File: src/rtl/pwdt_pkg.sv
package pwdt_pkg;

   // Control register bit positions
   localparam int CTL_UNLOCK = 0;
   localparam int CTL_RUN    = 1;
   localparam int CTL_GUARD  = 2;
   localparam int CTL_SRC    = 3;
   localparam int CTL_BITS   = 4;

   typedef enum logic {
      ADDR_CTL = 1'b0,
      ADDR_CNT = 1'b1
   } pwdt_addr_e;

   typedef struct packed {
      logic src;
      logic run;
      logic unlock;
   } pwdt_ctl_t;

endpackage

File: src/rtl/pwdt_prescale.sv
module pwdt_prescale #(
   parameter int DIV_LOG2 = 13
) (
   input  logic clk,
   input  logic rst_n,
   input  logic step_i,
   output logic tick_o
);

   initial begin
      assert (DIV_LOG2 >= 0 && DIV_LOG2 <= 24)
         else $error("pwdt_prescale: DIV_LOG2 out of range");
   end

   generate
      if (DIV_LOG2 == 0) begin : g_pass
         assign tick_o = step_i;
      end else begin : g_div
         logic [DIV_LOG2-1:0] phase_q;

         always_ff @(posedge clk) begin
            if (!rst_n)
               phase_q <= '0;
            else if (step_i)
               phase_q <= phase_q + 1'b1;
         end

         assign tick_o = step_i && (&phase_q);
      end
   endgenerate

endmodule

File: src/rtl/pwdt_ctl.sv
module pwdt_ctl
   import pwdt_pkg::*;
(
   input  logic                clk,
   input  logic                rst_n,
   input  logic                kill_i,
   input  logic                wr_i,
   input  logic [CTL_BITS-1:0] wdata_i,
   output pwdt_ctl_t           ctl_o
);

   pwdt_ctl_t ctl_q;
   logic      may_toggle;

   assign may_toggle = ctl_q.unlock && !wdata_i[CTL_GUARD];

   always_ff @(posedge clk) begin
      if (!rst_n) begin
         ctl_q <= '0;
      end else if (kill_i) begin
         ctl_q.run    <= 1'b0;
         ctl_q.unlock <= 1'b0;
      end else if (wr_i) begin
         ctl_q.unlock <= wdata_i[CTL_UNLOCK];
         ctl_q.src    <= wdata_i[CTL_SRC];
         if (may_toggle)
            ctl_q.run <= wdata_i[CTL_RUN];
      end
   end

   assign ctl_o = ctl_q;

endmodule

File: src/rtl/pwdt_count.sv
module pwdt_count #(
   parameter int CNT_W = 8
) (
   input  logic             clk,
   input  logic             rst_n,
   input  logic             kill_i,
   input  logic             run_i,
   input  logic             tick_i,
   input  logic             load_i,
   input  logic [CNT_W-1:0] load_val_i,
   output logic [CNT_W-1:0] count_o,
   output logic             ovf_o
);

   localparam logic [CNT_W-1:0] CNT_TOP = '1;

   logic [CNT_W-1:0] count_q;
   logic             ovf_q;

   always_ff @(posedge clk) begin
      if (!rst_n || kill_i) begin
         count_q <= '0;
         ovf_q   <= 1'b0;
      end else begin
         ovf_q <= 1'b0;
         if (load_i) begin
            count_q <= load_val_i;
         end else if (run_i && tick_i) begin
            count_q <= count_q + 1'b1;
            if (count_q == CNT_TOP)
               ovf_q <= 1'b1;
         end
      end
   end

   assign count_o = count_q;
   assign ovf_o   = ovf_q;

endmodule

File: src/rtl/pwdt_pulse.sv
module pwdt_pulse #(
   parameter int RST_CYCLES = 512
) (
   input  logic clk,
   input  logic rst_n,
   input  logic start_i,
   output logic active_o
);

   localparam int LEN_W = $clog2(RST_CYCLES + 1);
   localparam logic [LEN_W-1:0] LEN_LAST = LEN_W'(RST_CYCLES - 1);

   logic [LEN_W-1:0] left_q;
   logic             active_q;

   always_ff @(posedge clk) begin
      if (!rst_n) begin
         active_q <= 1'b0;
         left_q   <= '0;
      end else if (active_q) begin
         if (left_q == '0)
            active_q <= 1'b0;
         else
            left_q <= left_q - 1'b1;
      end else if (start_i) begin
         active_q <= 1'b1;
         left_q   <= LEN_LAST;
      end
   end

   assign active_o = active_q;

endmodule

File: src/rtl/prot_wdt.sv
module prot_wdt
   import pwdt_pkg::*;
#(
   parameter int CNT_W        = 8,
   parameter int SYS_DIV_LOG2 = 13,
   parameter int SUB_DIV_LOG2 = 5,
   parameter int RST_CYCLES   = 512
) (
   input  logic             clk,
   input  logic             rst_n,
   input  logic             sub_tick_i,
   input  logic             reg_wr_i,
   input  logic             reg_addr_i,
   input  logic [CNT_W-1:0] reg_wdata_i,
   output logic [CNT_W-1:0] ctrl_rd_o,
   output logic [CNT_W-1:0] count_rd_o,
   output logic             wdt_rst_o
);

   initial begin
      assert (CNT_W >= CTL_BITS)
         else $error("prot_wdt: CNT_W too narrow for control register");
      assert (RST_CYCLES >= 1)
         else $error("prot_wdt: RST_CYCLES must be at least 1");
   end

   logic      sys_tick;
   logic      sub_tick;
   logic      tick;
   logic      ovf;
   logic      pulse_on;
   logic      kill;
   logic      wr_ctl;
   logic      wr_cnt;
   pwdt_ctl_t ctl;

   assign kill   = ovf || pulse_on;
   assign wr_ctl = reg_wr_i && (pwdt_addr_e'(reg_addr_i) == ADDR_CTL);
   assign wr_cnt = reg_wr_i && (pwdt_addr_e'(reg_addr_i) == ADDR_CNT);

   pwdt_prescale #(.DIV_LOG2(SYS_DIV_LOG2)) u_sys_div (
      .clk    (clk),
      .rst_n  (rst_n),
      .step_i (1'b1),
      .tick_o (sys_tick)
   );

   pwdt_prescale #(.DIV_LOG2(SUB_DIV_LOG2)) u_sub_div (
      .clk    (clk),
      .rst_n  (rst_n),
      .step_i (sub_tick_i),
      .tick_o (sub_tick)
   );

   assign tick = ctl.src ? sub_tick : sys_tick;

   pwdt_ctl u_ctl (
      .clk     (clk),
      .rst_n   (rst_n),
      .kill_i  (kill),
      .wr_i    (wr_ctl),
      .wdata_i (reg_wdata_i[CTL_BITS-1:0]),
      .ctl_o   (ctl)
   );

   pwdt_count #(.CNT_W(CNT_W)) u_cnt (
      .clk        (clk),
      .rst_n      (rst_n),
      .kill_i     (kill),
      .run_i      (ctl.run),
      .tick_i     (tick),
      .load_i     (wr_cnt),
      .load_val_i (reg_wdata_i),
      .count_o    (count_rd_o),
      .ovf_o      (ovf)
   );

   pwdt_pulse #(.RST_CYCLES(RST_CYCLES)) u_pulse (
      .clk      (clk),
      .rst_n    (rst_n),
      .start_i  (ovf),
      .active_o (pulse_on)
   );

   always_comb begin
      ctrl_rd_o             = '0;
      ctrl_rd_o[CTL_UNLOCK] = ctl.unlock;
      ctrl_rd_o[CTL_RUN]    = ctl.run;
      ctrl_rd_o[CTL_SRC]    = ctl.src;
   end

   assign wdt_rst_o = pulse_on;

endmodule

File: config.mk
export PLATFORM = sky130hd
export DESIGN_NAME = prot_wdt
export DESIGN_NICKNAME = d
export VERILOG_FILES = /design/src/rtl/pwdt_pkg.sv /design/src/rtl/pwdt_prescale.sv /design/src/rtl/pwdt_ctl.sv /design/src/rtl/pwdt_count.sv /design/src/rtl/pwdt_pulse.sv /design/src/rtl/prot_wdt.sv
export SDC_FILE = /design/constraint.sdc
export NUM_CORES = 1
export LEC_CHECK = 0
export BUFFER_PORTS_ARGS = -buffer_cell sky130_fd_sc_hd__buf_2
export CORE_MARGIN = 2
export CORE_UTILIZATION = 30
export CTS_CLUSTER_DIAMETER = 150
export CTS_CLUSTER_SIZE = 10
export DETAILED_ROUTE_END_ITERATION = 7
export HOLD_SLACK_MARGIN = 0.12
export SYNTH_ARGS = -nofsm -noshare
export SYNTH_HDL_FRONTEND = slang
export SYNTH_SLANG_ARGS = --single-unit
File: constraint.sdc
create_clock -name clk -period 3 [get_ports clk]
set_clock_uncertainty 0.2 [all_clocks]
set_input_delay 0.45 -clock clk [delete_from_list [all_inputs] [get_ports clk]]
set_output_delay 0.45 -clock clk [all_outputs]
set_load 0.005 [all_outputs]
==> run_results.csv, run 1 <==
group,metric,value,unit
placement,place_hpwl,2.62,mm
cts,cts_root_buf,"clkbuf_8",
synth,postSynth.asyncResetShare,0,%
critical_path,end_kind,"register",
route,drt-pass1-iter-count,4,
layout,antenna_cells,0,
global_routing,grt_overflow_total,0,
cts,post-cts-setup-buffers,0,
critical_path,path_class,"reg2reg",
layout,fin_nets,258,
cts,cts_num_sinks,41,
route,dr_total_vias,1532,
layout,drive_above_1_share,15.8,%
synth,synth_top_area_cell,"dfxtp_1",
timing,period_share,77.3,%
die,die_area,7050,um2
synth,yosys.area.top_type_share,42.8,%
global_routing,grt_pass1_vias,1395,
critical_path,critPathRequiredTime,2980,ps
die,die_x,83.9,um
placement,dp.cells,310,
synth,yosysUniqueCellTypes,36,
die,rows,29,
synth,syn_area,1920,um2
critical_path,cp-start-kind,"register",
die,pin_count,30,
cts,cts_buffers,5,
power_and_ir_drop,p_clk_share,41.6,%
synth,synth_edf_count,0,
synth,ys_top_cells_by_area,"dfxtp_1, nor2_1, xnor2_1",
cts,post_cts_resized,0,
synth,synth_top_flop_cell,"dfxtp_1",
cts,clkSlewWorstSetupHoldPaths,80,ps
cts,postCtsHoldBufs,0,
synth,netlist_top_cells_count,"dfxtp_1, nor2_1, nand3_1",
layout,stdcell_count,318,
cts,clock_latency,290,ps
global_routing,antenna_found_initial,0,
route,drtAntennaViolNets,0,
cts,cts_tree,"yes",
layout,area_growth,14.9,%
route,wl_per_cell,11.5,um
timing,post-route-min-period,2320,ps
timing,max_clock_freq,0.431,GHz
route,routed_wl,3.66,mm
route,drt_iter0_drc,53,
timing,finalHoldViolCount,0,
die,start_util,30.5,%
flow_run,maxCapViolations,0,
global_routing,grt_pass1_wl,6.30,mm
outcome,status,"finished, final reports clean",
cts,cts_buffer_depth,2,
worst_hold_path,min_path_type,"in2reg",
synth,ys_seq_area_share,42.8,%
synth,synth.avg_cell_area,8.87,um2
worst_hold_path,min_from,"reg_wdata_i[0]",
power_and_ir_drop,pwr-share-comb,5.8,%
timing,rsz0062_at_grt,"false",
critical_path,path_max_fanout,7,
power_and_ir_drop,p_switching,0.232,mW
route,drc,0,
global_routing,grt_max_degree,24,
critical_path,cp.arrival,2290,ps
die,die_y,83.9,um
synth,yosysMostFrequentCell,"dfxtp_1",
timing,tightest_slew,512,ps
power_and_ir_drop,seqPwrFrac,52.6,%
cts,htreeDepth,2,
timing,setup-tns-final,0,ps
placement,place_congestion,0.806,
synth,synth_cells,216,
power_and_ir_drop,ir_drop,0.267,mV
timing,slew_headroom,65.6,%
critical_path,crit-reg2reg-launch,"u_sys_div.g_div.phase_q[0]$_SDFF_PN0_",
synth,yosysWarnings,0,
layout,fill_cells,661,
power_and_ir_drop,internal-power,0.859,mW
global_routing,grt_util_all_layers,10.9,%
timing,finalSetupViolations,0,
power_and_ir_drop,power_leakage,0.838,nW
timing,slew_violations,0,
synth,ys_ff_latch,41,
route,via_per_inst,4.82,
power_and_ir_drop,powerDensity,495,nW/um2
critical_path,cp-startpoint,"u_sys_div.g_div.phase_q[0]$_SDFF_PN0_",
placement,port-buffer-count,24,
power_and_ir_drop,swShare,21.3,%
die,fp.coreArea,6280,um2
==> sequential cells by signal, indices dropped and copies added (netlist names) <==
| signal | count |
|---|---|
| u_cnt.ovf_o | 1 |
| u_ctl.ctl_o | 3 |
| u_sys_div.g_div.phase_q | 13 |
| u_pulse.left_q | 10 |
| u_pulse.active_o | 1 |
| u_sub_div.g_div.phase_q | 5 |
| u_cnt.count_o | 8 |
==> routing by layer <==
metal / vias up / GRT usage (%) / wire length (um)
met5: - / 0 / 0
met4: 0 / 4.40 / 41
met3: 4 / 2.97 / 120
met2: 25 / 17.6 / 1740
met1: 710 / 13.7 / 1760
li1: 793 / - / -
==> per-stage QoR <==
| stage | util (%) | hold slack (ps) | area, um2 | total power [mW] | setup slack, ps |
|---|---|---|---|---|---|
| floorplan | - | 230 | 1930 | 0.627 | 915 |
| global placement | 33.2 | 244 | 2090 | 0.650 | 788 |
| detailed placement | 33.2 | 251 | 2090 | 0.651 | 705 |
| CTS | 35.1 | 199 | 2200 | 1.11 | 673 |
| global route | 35.1 | 225 | 2200 | 1.14 | 541 |
| finish | 35.1 | 204 | 2200 | 1.09 | 682 |
==> area by class of cell <==
| class | count | area, um2 | area share, % |
|---|---|---|---|
| repair buffers | 25 | 128 | 5.79 |
| inverters | 5 | 18.8 | 0.852 |
| flip-flops and latches | 41 | 821 | 37.3 |
| multi-input cells | 162 | 1020 | 46.5 |
| clock buffers | 7 | 86.3 | 3.92 |
| clock inverters | 1 | 30.0 | 1.36 |
| well taps | 77 | 96.3 | 4.37 |
==> path summary, 6_finish.rpt <==
kind | to | slack (ps) | depth (start not counted)
max | u_cnt.ovf_o$_SDFF_PP0_ | 680 | 5
min | u_ctl.ctl_o[0]$_SDFFE_PP0P_ | 200 | 3
max reg2reg | u_cnt.ovf_o$_SDFF_PP0_ | 680 | 5
min reg2reg | u_sys_div.g_div.phase_q[0]$_SDFF_PN0_ | 270 | 1
==> critical path, cell delays in order, from the launching register on <==
cell	delay [ps]
dfxtp_1	380
ha_1	220
nand4_1	130
or4_1	700
and2_1	250
nor4_1	330
==> power by group through the flow <==
| stage | logic, mW | clock network (mW) | registers, mW |
|---|---|---|---|
| 6_report | 0.0631 | 0.454 | 0.574 |
| 5_1_grt | 0.0722 | 0.490 | 0.576 |
| 4_1_cts | 0.0645 | 0.470 | 0.574 |
| 3_5_place_dp | 0.0640 | 0 | 0.587 |
| 3_3_place_gp | 0.0636 | 0 | 0.586 |
| 2_1_floorplan | 0.0427 | 0 | 0.585 |
==> kinds of logic (layout without fill, tap and decap cells) <==
group	count (synthesis)	in the layout	synth area share (%)
other	1	5	0.196
multiplexers	6	6	3.13
flip-flops	41	41	42.8
AO/OA/AOI/OAI	25	25	9.14
AND/OR/NAND/NOR	93	93	24.1
adder cells (fa/ha/maj)	5	5	3.26
buffers and inverters	17	38	4.57
XOR/XNOR	28	28	12.8
==> placed cells by master (no fill, tap or decap), types with 4 or more instances in the layout <==
master and instances:
dfxtp_1 41, nor2_1 36, buf_2 24, nand3_1 16, xnor2_1 15, xor2_1 13, nand4_1 10, a21oi_1 9
nand2_1 8, a211oi_1 7, and3_1 6, mux2i_1 6, clkbuf_8 6, ha_1 5, conb_1 5, inv_1 4
Power figures use the tool's default switching activity.
==> inputs of run 2 (changes only) <==
clock period = 2.15 ns   (was 3 ns; I/O delays follow)
==> run 2 against run 1 <==
Effect of this change: register-to-register slack worse by 550 ps; critical path type unchanged; count of clock-buffer cells in the layout is 1 lower; fmax rose by 15%; combinational power increased by 70%; critical path depth up 1; worst hold slack worse by 72 ps; power rose by 28%; die area did not move; largest cell class unchanged; first-iteration DRC count grew 11%; largest power group unchanged.
==> run_results.csv, run 2 (synthesis gave the netlist of run 1 again) <==
group,metric,value,unit
timing,rsz0062_at_grt,"false",
power_and_ir_drop,internal-power,1.06,mW
critical_path,critPathRequiredTime,2170,ps
worst_hold_path,min_path_type,"in2reg",
timing,max_clock_freq,0.495,GHz
critical_path,cp_cell_sequence,"inv_1, ha_1, nand4_1, or3b_2, xor2_1, a21oi_1",
cts,htreeDepth,2,
layout,fin_area,2310,um2
outcome,status,"finished, final reports clean",
placement,dp.cells,320,
die,die_x,83.9,um
global_routing,grt_pass1_vias,1477,
die,die_y,83.9,um
layout,largest_register_ffs,13,
power_and_ir_drop,power,1.39,mW
die,fp.coreArea,6280,um2
cts,cts_root_buf,"clkbuf_8",
cts,cts_buffers,5,
power_and_ir_drop,swShare,24.0,%
timing,slew_violations,0,
timing,post-route-min-period,2020,ps
die,start_util,30.5,%
route,drt_iter0_drc,59,
power_and_ir_drop,ir_drop,0.389,mV
power_and_ir_drop,seqPwrFrac,57.3,%
global_routing,antenna_found_initial,0,
cts,clkSlewWorstSetupHoldPaths,80,ps
global_routing,grt_overflow_total,0,
timing,finalHoldViolCount,0,
timing,holdWs,132,ps
layout,layout_commonest_cell,"dfxtp_1",
critical_path,cp_slowest_stage_delay,490,ps
layout,antenna_cells,0,
layout,final_util,36.8,%
critical_path,path_delay_family,"simple AND/OR/NAND/NOR gates",
critical_path,cp-start-kind,"register",
critical_path,path_max_fanout,7,
global_routing,grt_max_degree,19,
layout,most-common-layout-cells,"dfxtp_1, nor2_1, buf_2",
route,drt-pass1-iter-count,4,
timing,period_share,93.9,%
critical_path,path_class,"reg2reg",
placement,dpl_cell_area,2160,um2
placement,place_hpwl,2.75,mm
critical_path,crit_buf_inv,1,
route,drtAntennaViolNets,0,
global_routing,grt_util_all_layers,11.5,%
cts,cts_tree,"yes",
die,rows,29,
layout,area_growth,20.6,%
layout,stdcell_count,334,
route,routed_wl,3.85,mm
layout,fin_nets,274,
flow_run,maxCapViolations,0,
cts,clock_latency,290,ps
power_and_ir_drop,powerDensity,603,nW/um2
cts,cts_buffer_depth,2,
power_and_ir_drop,power_leakage,0.903,nW
route,drc,0,
timing,finalSetupViolations,0,
placement,place_congestion,0.830,
power_and_ir_drop,p_clk_share,35.0,%
power_and_ir_drop,pwr-share-comb,7.7,%
route,dr_total_vias,1591,
critical_path,cp_slowest_cell,"or3b_2",
layout,drive_above_1_share,19.8,%
placement,port-buffer-count,24,
die,die_area,7050,um2
critical_path,cp.arrival,2040,ps
route,wl_per_cell,11.5,um
layout,top_register,"u_sys_div.g_div.phase_q",
cts,cts_num_sinks,41,
power_and_ir_drop,p_switching,0.335,mW
die,pin_count,30,
global_routing,grt_pass1_wl,6.58,mm
route,via_per_inst,4.76,
critical_path,end_kind,"register",
layout,fill_cells,672,
[run 2: cell count changes in the layout (fill, tap and decap cells not counted)]
cell / before / now
a211oi_1: 7 / 6
a211oi_2: 2 / 3
buf_4: 1 / 12
bufinv_16: 1 / 0
clkbuf_8: 6 / 5
clkinv_2: 0 / 2
dlygate4sd3_1: 0 / 5
or4_1: 1 / 0
or4_4: 0 / 1
[run 2: worst paths after layout]
kind                                        from                              to  slack (ps)  cells after the start
setup / recovery  u_pulse.left_q[0]$_SDFFE_PN0P_  u_pulse.left_q[3]$_SDFFE_PN0P_         130                      6
hold / removal                    reg_wdata_i[4]   u_cnt.count_o[4]$_SDFFE_PP0P_         130                      3
setup reg to reg  u_pulse.left_q[0]$_SDFFE_PN0P_  u_pulse.left_q[3]$_SDFFE_PN0P_         130                      6
hold reg to reg   u_pulse.left_q[5]$_SDFFE_PN0P_  u_pulse.left_q[5]$_SDFFE_PN0P_         310                      2
[run 2: layer usage]
layer / up-vias / global-route usage (%) / part of all wire, %
li1: 814 / - / -
met1: 747 / 14.3 / 47
met2: 23 / 18.8 / 47
met3: 7 / 2.37 / 3.2
met4: 0 / 5.72 / 2.1
met5: - / 0 / 0
[run 2: metrics by stage]
stage               TNS, ps  setup WS [ps]
floorplan                 0           64.6
global placement          0           25.1
detailed placement    -72.5          -34.9
CTS                       0           25.3
global route              0           14.5
finish                    0            131
[run 2: layout make-up]
cell class | instances | area [um2] | area share (%)
Clock buffer | 6 | 72.6 | 3.14
Clock inverter | 2 | 10.0 | 0.433
Inverter | 5 | 18.8 | 0.812
Multi-Input combinational cell | 162 | 1030 | 44.7
Sequential cell | 41 | 821 | 35.5
Tap cell | 77 | 96.3 | 4.17
Timing Repair Buffer | 41 | 260 | 11.3
[run 2: power by group through the flow]
| stage | Sequential [mW] | Clock, mW | Combinational (mW) |
|---|---|---|---|
| 2_1_floorplan | 0.816 | 0 | 0.0595 |
| 3_3_place_gp | 0.816 | 0 | 0.101 |
| 3_5_place_dp | 0.817 | 0 | 0.101 |
| 4_1_cts | 0.799 | 0.508 | 0.109 |
| 5_1_grt | 0.802 | 0.539 | 0.122 |
| 6_report | 0.799 | 0.488 | 0.107 |
[run 2: repair_timing]
item / 4_1_cts / 5_1_grt
hold endpoints to repair: 7 / 0
endpoints found under the setup margin: 5 / 8
resized for setup: 1 / 1
hold buffers: 5 / 0
pin swaps: 0 / 2
buffers inserted: 0 / 1
[run 2: worst min-delay path, cell delays in order]
cell	delay (ps)
buf_2	100
nor2_1	100
a211oi_1	60
==> inputs of run 3 (changes only) <==
ABC_AREA = 1   (was default)
==> run 3 against run 2 <==
Effect of this change: clock power up 28%; first-iteration DRC count rose by 120%; largest power group unchanged; design area increased by 9.7%; area after synthesis grew 14%.
==> run_results.csv, run 3 <==
group,metric,value,unit
power_and_ir_drop,power_leakage,1.12,nW
critical_path,rr_endpoint,"u_cnt.count_o[6]$_SDFFE_PP0P_",
die,die_y,89.5,um
worst_hold_path,whs_path_depth,3,
synth,synth_top_area_cell,"dfxtp_1",
cts,post-cts-setup-buffers,0,
die,die_x,89.5,um
synth,synth_xor_area_share,0.798,%
synth,postSynth.asyncResetShare,0,%
cts,cts_num_sinks,41,
global_routing,grt_max_degree,16,
synth,synth.avg_cell_area,6.82,um2
cts,cts_root_buf,"clkbuf_8",
global_routing,grt_overflow_total,0,
timing,holdWs,125,ps
die,rows,31,
timing,finalHoldViolCount,0,
timing,max_clock_freq,0.519,GHz
critical_path,cp-startpoint,"u_sub_div.g_div.phase_q[1]$_SDFFE_PN0P_",
critical_path,path_delay_family,"simple AND/OR/NAND/NOR gates",
global_routing,grt_util_all_layers,11.6,%
placement,dp.cells,440,
global_routing,use_met1,14.3,%
die,die_area,8020,um2
timing,setup-tns-final,0,ps
timing,post-route-min-period,1930,ps
global_routing,grt_pass1_wl,7.35,mm
global_routing,grt_pass1_vias,1775,
synth,synth_cells,322,
flow_run,maxCapViolations,0,
layout,multi_input_area,1150,um2
critical_path,cp.arrival,1920,ps
timing,finalSetupViolations,0,
timing,period_share,89.6,%
synth,syn_area,2190,um2
placement,place_congestion,0.796,
route,routed_wl,4.46,mm
critical_path,r2r_slack,220,ps
synth,synth_top_flop_cell,"dfxtp_1",
critical_path,cp_slowest_stage_delay,370,ps
layout,most-common-layout-cells,"nand2_1, dfxtp_1, inv_1",
global_routing,grt_busiest_layer,"met2",
critical_path,end_kind,"register",
power_and_ir_drop,swShare,23.6,%
die,fp.coreArea,7180,um2
timing,fin_ws,224,ps
placement,place_hpwl,3.39,mm
layout,fin_area,2530,um2
power_and_ir_drop,internal-power,1.17,mW
critical_path,path_class,"reg2reg",
critical_path,crit_cells,11,
cts,htreeDepth,2,
critical_path,crit-reg2reg-launch,"u_sub_div.g_div.phase_q[1]$_SDFFE_PN0P_",
synth,yosysMostFrequentCell,"nand2_1",
power_and_ir_drop,p_switching,0.363,mW
power_and_ir_drop,p_clk_share,40.7,%
worst_hold_path,min_path_type,"in2reg",
outcome,status,"finished, final reports clean",
placement,port-buffer-count,24,
placement,place_ws,243,ps
synth,synthAdderAreaFrac,2.85,%
synth,muxShareOfSynthArea,0,%
layout,layout_commonest_cell,"nand2_1",
route,dr_total_vias,2038,
synth,synth_top_family_by_area,"simple AND/OR/NAND/NOR gates",
timing,rsz0062_at_grt,"false",
global_routing,use_met2,19.1,%
route,wl_per_cell,9.90,um
synth,ys_ff_latch,41,
critical_path,reg2reg_depth,11,
synth,synth_compound_area_share,11.1,%
critical_path,critPathRequiredTime,2140,ps
power_and_ir_drop,pwr-share-comb,7.5,%
critical_path,cp-start-kind,"register",
cts,clock_latency,290,ps
layout,ff_latch_area,821,um2
global_routing,grtUsageMet3,3.05,%
synth,ys_seq_area_share,37.4,%
layout,largest_register_ffs,13,
timing,slew_violations,0,
cts,clkSlewWorstSetupHoldPaths,80,ps
layout,final_util,35.3,%
route,drc,0,
synth,synth_edf_count,0,
layout,top_register,"u_sys_div.g_div.phase_q",
synth,yosysWarnings,0,
route,drt_iter0_drc,131,
critical_path,cp_slowest_cell,"dfxtp_1",
cts,postCtsHoldBufs,2,
critical_path,path_max_fanout,10,
power_and_ir_drop,power,1.54,mW
die,start_util,30.6,%
layout,fin_nets,368,
cts,cts_tree,"yes",
synth,synth-simple-area-share,36.9,%
cts,cts_buffer_depth,2,
power_and_ir_drop,seqPwrFrac,51.8,%
critical_path,critPathCapture,"u_cnt.count_o[6]$_SDFFE_PP0P_",
synth,yosys.area.top_type_share,37.4,%
synth,netlist_top_cells_count,"nand2_1, dfxtp_1, inv_1",
synth,ys_top_cells_by_area,"dfxtp_1, nand2_1, inv_1",
power_and_ir_drop,powerDensity,606,nW/um2
critical_path,crit_top_cell,"nand2_1",
layout,fill_cells,758,
route,drt-pass1-iter-count,4,
layout,antenna_cells,0,
layout,stdcell_count,450,
route,via_per_inst,4.53,
global_routing,antenna_found_initial,0,
route,drtAntennaViolNets,0,
die,pin_count,30,
critical_path,cp_cell_sequence,"ha_1, inv_1, nor3_1, ha_1, nand2_1, a21oi_1, nand2_4, nand2_4, nand2_1, nand2_1, nor2_1",
synth,yosysUniqueCellTypes,28,
placement,dpl_cell_area,2400,um2
critical_path,crit_buf_inv,1,
power_and_ir_drop,ir_drop,0.359,mV
cts,post_cts_resized,0,
layout,area_growth,15.5,%
cts,cts_buffers,5,
layout,drive_above_1_share,16.8,%
==> run 3: power groups by stage <==
stage	Clock, mW	Sequential [mW]	Combinational (mW)
final	0.626	0.796	0.115
after global routing	0.678	0.799	0.135
after CTS	0.645	0.796	0.116
after detailed placement	0	0.814	0.113
after global placement	0	0.814	0.113
after floorplan	0	0.811	0.0810
==> run 3: layout make-up <==
class,count,area share [%]
inverters,44,6.52
flip-flops and latches,41,32.4
clock inverters,2,1.53
repair buffers,29,6.42
clock buffers,6,2.86
multi-input cells,229,45.4
well taps,99,4.89
==> run 3: worst min path at each step <==
| stage | from | end | slack (ps) |
|---|---|---|---|
| 3_5_place_dp | u_sys_div.g_div.phase_q[0]$_SDFF_PN0_ | u_sys_div.g_div.phase_q[0]$_SDFF_PN0_ | 250 |
| 3_3_place_gp | u_sys_div.g_div.phase_q[0]$_SDFF_PN0_ | u_sys_div.g_div.phase_q[0]$_SDFF_PN0_ | 230 |
| 4_1_cts | reg_wdata_i[3] | u_ctl.ctl_o[2]$_SDFFE_PN0P_ | 130 |
| 2_1_floorplan | u_sys_div.g_div.phase_q[0]$_SDFF_PN0_ | u_sys_div.g_div.phase_q[0]$_SDFF_PN0_ | 220 |
| 5_1_grt | reg_wdata_i[3] | u_ctl.ctl_o[2]$_SDFFE_PN0P_ | 160 |
| 6_report | reg_wdata_i[3] | u_ctl.ctl_o[2]$_SDFFE_PN0P_ | 120 |
==> run 3: kinds of logic after synthesis <==
kind of cell,count (synthesis)
other,1
buffers and inverters,56
AOI/OAI and AO/OA,46
DFF,41
and+or+nand+nor,171
xor gates and xnor gates,2
adders and majority gates,5
==> run 3: worst register-to-register path, delay by kind of cell, from the launching register on <==
kind / cells / cell delay, ps
buf+inv: 1 / 60
simple gates: 7 / 630
compound gates: 1 / 210
fa+ha+maj: 2 / 350
flops: 1 / 370
==> run 3: metal layers <==
layer / share of wire (%) / up-vias
met3: 3.2 / 7
met1: 49 / 906
met2: 46 / 34
met5: 0 / -
li1: - / 1091
met4: 1.6 / 0
